File: config.mk
export PLATFORM = sky130hd
export DESIGN_NAME = int_minmax_unit
export DESIGN_NICKNAME = d
export VERILOG_FILES = /design/src/rtl/minmax_pkg.sv /design/src/rtl/mm_operand_xform.sv /design/src/rtl/mm_compare.sv /design/src/rtl/mm_select.sv /design/src/rtl/int_minmax_unit.sv
export SDC_FILE = /design/constraint.sdc
export NUM_CORES = 1
export LEC_CHECK = 0
export BUFFER_PORTS_ARGS = -buffer_cell sky130_fd_sc_hd__buf_2
export CORE_MARGIN = 1
export CORE_UTILIZATION = 46
export DETAILED_ROUTE_END_ITERATION = 8
export GPL_TIMING_DRIVEN = 0
export PLACE_DENSITY = 0.8
export SLEW_MARGIN = 10
export SYNTH_ARGS = -nofsm -noshare
export SYNTH_HDL_FRONTEND = slang
export SYNTH_SLANG_ARGS = --single-unit
File: constraint.sdc
create_clock -name clk_i -period 1.5 [get_ports clk_i]
set_clock_uncertainty 0.15 [all_clocks]
set_input_delay 0.075 -clock clk_i [delete_from_list [all_inputs] [get_ports clk_i]]
set_output_delay 0.075 -clock clk_i [all_outputs]
set_load 0.02 [all_outputs]
File: src/rtl/minmax_pkg.sv
package minmax_pkg;

  typedef struct packed {
    logic word;
    logic sgn;
    logic mx;
  } mm_mode_t;

  // relation code, bit order is what the condition field consumer decodes
  typedef enum logic [2:0] {
    REL_LT = 3'b100,
    REL_GT = 3'b010,
    REL_EQ = 3'b001
  } mm_rel_e;

  function automatic mm_mode_t mm_decode(input logic [2:0] code);
    mm_mode_t m;
    m.word = code[2];
    m.sgn  = code[1];
    m.mx   = code[0];
    return m;
  endfunction

endpackage

File: src/rtl/mm_operand_xform.sv
module mm_operand_xform #(
  parameter int unsigned XLEN = 64
) (
  input  logic [XLEN-1:0] op_i,
  input  logic            word_i,
  input  logic            sgn_i,
  output logic [XLEN-1:0] key_o
);
  localparam int unsigned HALF = XLEN / 2;

  logic [XLEN-1:0] placed;

  always_comb begin
    placed = word_i ? {op_i[HALF-1:0], {HALF{1'b0}}} : op_i;
    key_o  = {placed[XLEN-1] ^ sgn_i, placed[XLEN-2:0]};
  end

endmodule

File: src/rtl/mm_compare.sv
module mm_compare #(
  parameter int unsigned XLEN  = 64,
  parameter int unsigned CHUNK = 16
) (
  input  logic [XLEN-1:0] a_i,
  input  logic [XLEN-1:0] b_i,
  output minmax_pkg::mm_rel_e rel_o
);
  import minmax_pkg::*;

  localparam int unsigned NCH = XLEN / CHUNK;

  logic [NCH-1:0] ch_lt, ch_eq;

  // per-chunk compare, then priority from the most significant chunk
  for (genvar g = 0; g < NCH; g++) begin : g_chunk
    assign ch_lt[g] = a_i[g*CHUNK +: CHUNK] <  b_i[g*CHUNK +: CHUNK];
    assign ch_eq[g] = a_i[g*CHUNK +: CHUNK] == b_i[g*CHUNK +: CHUNK];
  end

  logic lt, eq;

  always_comb begin
    lt = 1'b0;
    eq = 1'b1;
    for (int i = NCH - 1; i >= 0; i--) begin
      if (eq) begin
        lt = ch_lt[i];
        eq = ch_eq[i];
      end
    end
    if (eq)      rel_o = REL_EQ;
    else if (lt) rel_o = REL_LT;
    else         rel_o = REL_GT;
  end

endmodule

File: src/rtl/mm_select.sv
module mm_select #(
  parameter int unsigned XLEN = 64
) (
  input  minmax_pkg::mm_rel_e rel_i,
  input  logic                mx_i,
  input  logic [XLEN-1:0]     a_i,
  input  logic [XLEN-1:0]     b_i,
  output logic [XLEN-1:0]     res_o
);
  import minmax_pkg::*;

  logic take_a;

  // max swaps the operands, so only a strict win selects A
  always_comb begin
    take_a = mx_i ? (rel_i == REL_GT) : (rel_i == REL_LT);
    res_o  = take_a ? a_i : b_i;
  end

endmodule

File: src/rtl/int_minmax_unit.sv
module int_minmax_unit #(
  parameter int unsigned XLEN    = 64,
  parameter int unsigned CHUNK   = 16,
  parameter bit          REG_OUT = 1'b1
) (
  input  logic            clk_i,
  input  logic            rst_ni,
  input  logic            valid_i,
  input  logic [2:0]      mode_i,
  input  logic            a_zero_i,
  input  logic [XLEN-1:0] a_i,
  input  logic [XLEN-1:0] b_i,
  input  logic            rec_i,
  input  logic            so_i,
  output logic            valid_o,
  output logic [XLEN-1:0] result_o,
  output logic [3:0]      cr_o,
  output logic            cr_we_o
);
  import minmax_pkg::*;

  mm_mode_t        mode;
  logic [XLEN-1:0] a_eff;
  logic [XLEN-1:0] a_key, b_key;
  mm_rel_e         rel;
  logic [XLEN-1:0] res_d;
  logic [3:0]      cr_d;
  logic            we_d;

  assign mode  = mm_decode(mode_i);
  assign a_eff = a_zero_i ? '0 : a_i;

  mm_operand_xform #(.XLEN(XLEN)) i_xform_a (
    .op_i(a_eff), .word_i(mode.word), .sgn_i(mode.sgn), .key_o(a_key)
  );

  mm_operand_xform #(.XLEN(XLEN)) i_xform_b (
    .op_i(b_i), .word_i(mode.word), .sgn_i(mode.sgn), .key_o(b_key)
  );

  mm_compare #(.XLEN(XLEN), .CHUNK(CHUNK)) i_cmp (
    .a_i(a_key), .b_i(b_key), .rel_o(rel)
  );

  mm_select #(.XLEN(XLEN)) i_sel (
    .rel_i(rel), .mx_i(mode.mx), .a_i(a_eff), .b_i(b_i), .res_o(res_d)
  );

  // flags follow A-vs-B order, taken before any max swap
  assign we_d = valid_i & rec_i;
  assign cr_d = we_d ? {rel, so_i} : 4'b0000;

  if (REG_OUT) begin : g_reg
    always_ff @(posedge clk_i or negedge rst_ni) begin
      if (!rst_ni) begin
        valid_o  <= 1'b0;
        result_o <= '0;
        cr_o     <= '0;
        cr_we_o  <= 1'b0;
      end else begin
        valid_o  <= valid_i;
        result_o <= valid_i ? res_d : '0;
        cr_o     <= cr_d;
        cr_we_o  <= we_d;
      end
    end
  end else begin : g_comb
    logic unused_clk;
    assign unused_clk = clk_i ^ rst_ni;
    assign valid_o    = valid_i;
    assign result_o   = valid_i ? res_d : '0;
    assign cr_o       = cr_d;
    assign cr_we_o    = we_d;
  end

endmodule

* After elaboration in Yosys (flattened, before gate mapping) *
Cells that the tools add are included.

storage, ports and cells
  logic and storage cells = 32
  flip-flop bits (word level) = 70
  output and inout bits = 70

cells by class
  equality and inequality tests = 6
  muxes and demuxes = 15
  magnitude comparators = 4
  bitwise logic cells = 3

operators with widths
  operator            count
  $mux 64             5
  $eq 16x16->1        4
  $lt 16x16->1        4
  $mux 1              7
  $mux 3              2
  $mux 4              1
  $eq 3x2->1 const B  1
  $eq 3x3->1 const B  1
  $xor 1x1->1         2
  $and 1x1->1         1

* Longest topological paths before layout *
  depth after elaboration = 13
  mapped depth = 15
  mapped depth without buffers = 11

* Cells and area by module *
Synthesis repeated with hierarchy kept, for this count alone.

unflattened totals
  cell total of the unflattened synthesis = 1043
  area, all modules = 8928.6 um2

by module, submodules not included
  module            sequential area each (um2)  area an instance (um2)  cells each  instances
  mm_select         0.0                         2996.6                  444         1
  int_minmax_unit   1751.7                      2690.1                  217         1
  mm_compare        0.0                         1732.9                  238         1
  mm_operand_xform  0.0                         754.5                   72          2

* Worst setup path after synthesis *
No wires, ideal clock.

  path type = input port to flip-flop
  from = input mode_i[2]
  to = register result_o[26]
  arrival = 3.985 ns
  stages = 15
  data required time = 1.227 ns
  path buffers = 5
  setup slack = -2.759 ns
  cell sequence = clkbuf_1 clkbuf_1 buf_1 mux2i_1 nor2_1 ha_1 nand4_1 or4_4 a2111oi_4 o221ai_2 and4b_1 or4b_4 buf_12 buf_12 mux2i_1

on the way
  word-level cells in the longest chain between the ends = 12

ends and longest elaborated chain
  item                                          line                                text
  from (decl)                                   int_minmax_unit.sv:9                input logic [2:0] mode_i,
  $mux 64                                       mm_operand_xform.sv:14              placed = word_i ? {op_i[HALF-1:0], {HALF{1'b0}}} : op_i;
  $xor 1x1->1                                   mm_operand_xform.sv:15              key_o = {placed[XLEN-1] ^ sgn_i, placed[XLEN-2:0]};
  $lt 16x16->1 or $eq 16x16->1 (tied branches)  mm_compare.sv:17, mm_compare.sv:18
  $mux 1 (3 in series)                          mm_compare.sv:27                    if (eq) begin
  $mux 3                                        mm_compare.sv:33                    else if (lt) rel_o = REL_LT;
  $mux 3 *                                      mm_compare.sv:32                    if (eq) rel_o = REL_EQ;
  $eq 3x3->1 or $eq 3x2->1 (tied branches)      mm_select.sv:16                     take_a = mx_i ? (rel_i == REL_GT) : (rel_i == REL_LT);
  $mux 1 *                                      mm_select.sv:16
  $mux 64 *                                     mm_select.sv:17                     res_o = take_a ? a_i : b_i;
  $mux 64 *                                     int_minmax_unit.sv:62               result_o <= valid_i ? res_d : '0;
  to (signal assigned)                          int_minmax_unit.sv:62
  to (decl)                                     int_minmax_unit.sv:16               output logic [XLEN-1:0] result_o,

Every way passes the cells marked *; elsewhere a longest branch is shown, timed or not.

* Final worst setup path *
  from = input mode_i[2]
  to = register result_o[6]

The elaborated chain is that of the path after synthesis.

==> impl_metrics.yaml <==
flow_run:
  maxCapViolCount: 0
synthesis:
  avgSynthCellArea_um2: 9.588
  yosysSeqAreaShare: 0.2798
  synth.net_count: 854
  synth-seq-cells: 70
  synth_ff_type: "dfrtp_1"
  netlist_instances: 653
  yosysWarnings: 0
  synth_edf_count: 0
  synthArstFlopShare: 1.000
  ys_types: 46
  syn_area_um2: 6261
grt:
  gr-total-overflow: 0
  antenna_found_initial: 0
  grt_usage: 0.3287
  grt_max_degree: 37
  grt_pass1_vias: 6898
  grt_pass1_wl_um: 35770
detailed_routing:
  wirelength_um: 22610
  drtIter0Drc: 384
  drc: 0
  dr.pass1.iters: 5
  viasPerCell: 5.450
  ant_nets: 0
  vias: 6545
  post_drt_wl_per_cell_um: 18.82
power_and_ir_drop:
  powerDensity_nw_per_um2: 755.3
  power_leakage_nw: 4.890
  finalPower_w: 0.007279
  peakVddDrop_mv: 0.4477
floorplan:
  die_y_um: 118.7
  num_rows: 42
  core_area_um2: 13240
  chipWidth_um: 118.7
  start_util: 0.4728
  die_area_um2: 14080
  io_pins: 207
clock_tree:
  clock_sinks: 70
  clk_pin_slew_ns: 0.06
  htree_levels: 3
  cts_tree: "yes"
  root_buffer: "clkbuf_16"
  clockBufferDepth: 2
  cts_buffers: 9
sta:
  slew_headroom: 0.5502
  final-setup-viol-count: 67
  min_period_ns: 3.309
  fmax_mhz: 302.2
  maxSlewViolCount: 0
  hold_violations: 0
  worst_pin_slew_ns: 0.6747
  hold_ws_ns: 0.06260
  worst_slack_ns: -1.809
  rsz0062_at_grt: "yes"
  period_share: 2.206
setup_path:
  worst_ep_required_time_ns: 1.57
  crit_path_max_fanout: 10
  critical_path_class: "in2reg"
  end_kind: "flip-flop"
  arrival_ns: 3.38
  start_kind: "primary input"
finish:
  final_nets: 1221
  utilization: 0.7278
  final_layout_size_suffix_gt1_frac: 0.3034
  antenna-diode-count: 0
  fin_area_um2: 9638
  fill_cells: 968
  area_growth_pct: 53.94
placed_design:
  portBuffers: 205
  gp_congestion: 0.9107
  place_area_um2: 7646
  hpwl_um: 14500
outcome:
  violations: "negative setup slack"
  status: "complete, but fails checks"
hold_path:
  holdCritStartpoint: "valid_i"
  min_path_type: "in2reg"
  holdPathStages: 4
  worst_hold_path.endpoint: "result_o[63]$_DFF_PN0_"
## metal layers
metal  vias up  GRT usage  wire, µm
li1       3057          -         -
met5         -          0         0
met4         0     0.1297       522
met3        58    0.07384      1495
met2       291     0.5881     11520
met1      3139     0.3770      9075
## final cells by class
cell class / instances / area (µm²) / area share
Clock inverter: 3 / 42.54 / 0.004414
Tap cell: 176 / 220.2 / 0.02285
Clock buffer: 13 / 260.3 / 0.02700
Sequential cell: 70 / 1752 / 0.1817
Multi-Input combinational cell: 536 / 4234 / 0.4393
Buffer: 45 / 569.3 / 0.05907
Inverter: 2 / 7.507 / 0.0007789
Timing Repair Buffer: 356 / 2552 / 0.2648
## how the worst max path moves through the flow
stage	start	end	slack, ns	cells after the start
6_report	mode_i[2]	result_o[6]$_DFF_PN0_	-1.81	15
5_1_grt	mode_i[2]	result_o[6]$_DFF_PN0_	-1.91	14
4_1_cts	mode_i[2]	result_o[48]$_DFF_PN0_	-1.78	15
3_5_place_dp	mode_i[2]	result_o[48]$_DFF_PN0_	-2.98	14
3_3_place_gp	mode_i[2]	result_o[48]$_DFF_PN0_	-2.92	14
2_1_floorplan	mode_i[2]	result_o[26]$_DFF_PN0_	-1.90	14
## placed cells by master, fill, tap and decap left out, drive strengths merged, types with 2 or more instances in the layout
cell / instances
clkbuf: 43
ha: 64
nand3b: 62
o211a: 2
dlygate4sd3: 134
nand2b: 34
mux2i: 126
nor3: 4
a211oi: 6
xor2: 2
nor2: 41
nor2b: 5
a2111oi: 2
buf: 237
or4: 2
dfrtp: 70
o21ai: 12
o211ai: 2
and3: 3
nand2: 84
or2: 2
a21oi: 19
inv: 2
nor3b: 2
nand3: 4
and2: 31
nor4: 2
mux2: 2
a221oi: 2
nand4: 13
## sequential cells by signal, indices dropped and copies added (netlist names)
register  cells
result_o     64
cr_we_o       1
valid_o       1
cr_o          4
## stage by stage
step           cells  TNS (ns)  setup WS (ns)
6_report        1201   -115.24         -1.809
5_1_grt         1201   -122.69         -1.911
4_1_cts         1196   -113.42         -1.781
3_5_place_dp    1035   -190.97         -2.980
3_3_place_gp    1034   -200.79         -2.923
2_1_floorplan    653   -124.16         -1.901
## critical path: stages
cell and delay (ns):
clkbuf_16 0.13, clkbuf_16 0.16, buf_12 0.12, mux2i_1 0.19, nor2_1 0.06, ha_1 0.30, nand4_1 0.20, or4_4 0.58
a2111oi_4 0.21, o221ai_2 0.14, and4b_1 0.19, or4b_4 0.49, buf_12 0.18, buf_12 0.16, mux2i_4 0.18
## report_power, final
group | internal (W) | switching, W | leakage [nW]
clock | 0.00138 | 0.000838 | 0.146
sequential | 0.00208 | 0.0000527 | 0.920
combinational | 0.00142 | 0.00151 | 3.82
total | 0.00487 | 0.00241 | 4.89
## Yosys cell counts, types with 2 or more instances
cell,n,share of area
dfrtp_1,70,0.28
or2_2,2,0.0020
inv_1,2,0.0012
nand3b_1,62,0.074
o21ai_1,2,0.0016
nand4_1,10,0.010
o211a_1,2,0.0032
clkbuf_1,17,0.010
mux2_2,2,0.0036
and2_1,31,0.031
nor3_2,2,0.0032
a211oi_1,6,0.0072
and3_1,3,0.0030
buf_1,2,0.0012
a221oi_1,2,0.0028
buf_2,6,0.0048
nor2_1,41,0.025
clkbuf_8,11,0.024
buf_12,7,0.022
xor2_1,2,0.0028
nor3b_1,2,0.0024
nor4_1,2,0.0020
o21ai_0,10,0.0080
or4_4,2,0.0036
nor3_1,2,0.0016
nand3_1,4,0.0032
nand4_2,2,0.0040
nor2b_1,5,0.0050
mux2i_1,126,0.20
dlygate4sd3_1,2,0.0032
ha_1,64,0.13
nand2_1,84,0.050
o211ai_1,2,0.0024
nand2b_1,34,0.034
a21oi_1,19,0.015
## what timing repair did
action,4_1_cts,5_1_grt
pin swaps,9,4
hold buffers,132,0
resized for setup,28,18
hold endpoints to repair,140,0
cloned,2,2
setup buffers,11,3
endpoints found under the setup margin,67,67
## cells by family (layout without fill, tap and decap cells)
logic type / Yosys count / after routing / share of synthesized area
compound gates: 49 / 49 / 0.05316
xor+xnor: 2 / 2 / 0.002798
buf+inv: 47 / 419 / 0.06715
mux: 128 / 128 / 0.2050
flops: 70 / 70 / 0.2798
simple gates: 293 / 293 / 0.2642
fa+ha+maj: 64 / 64 / 0.1279
(Power assumes the default switching activity.)
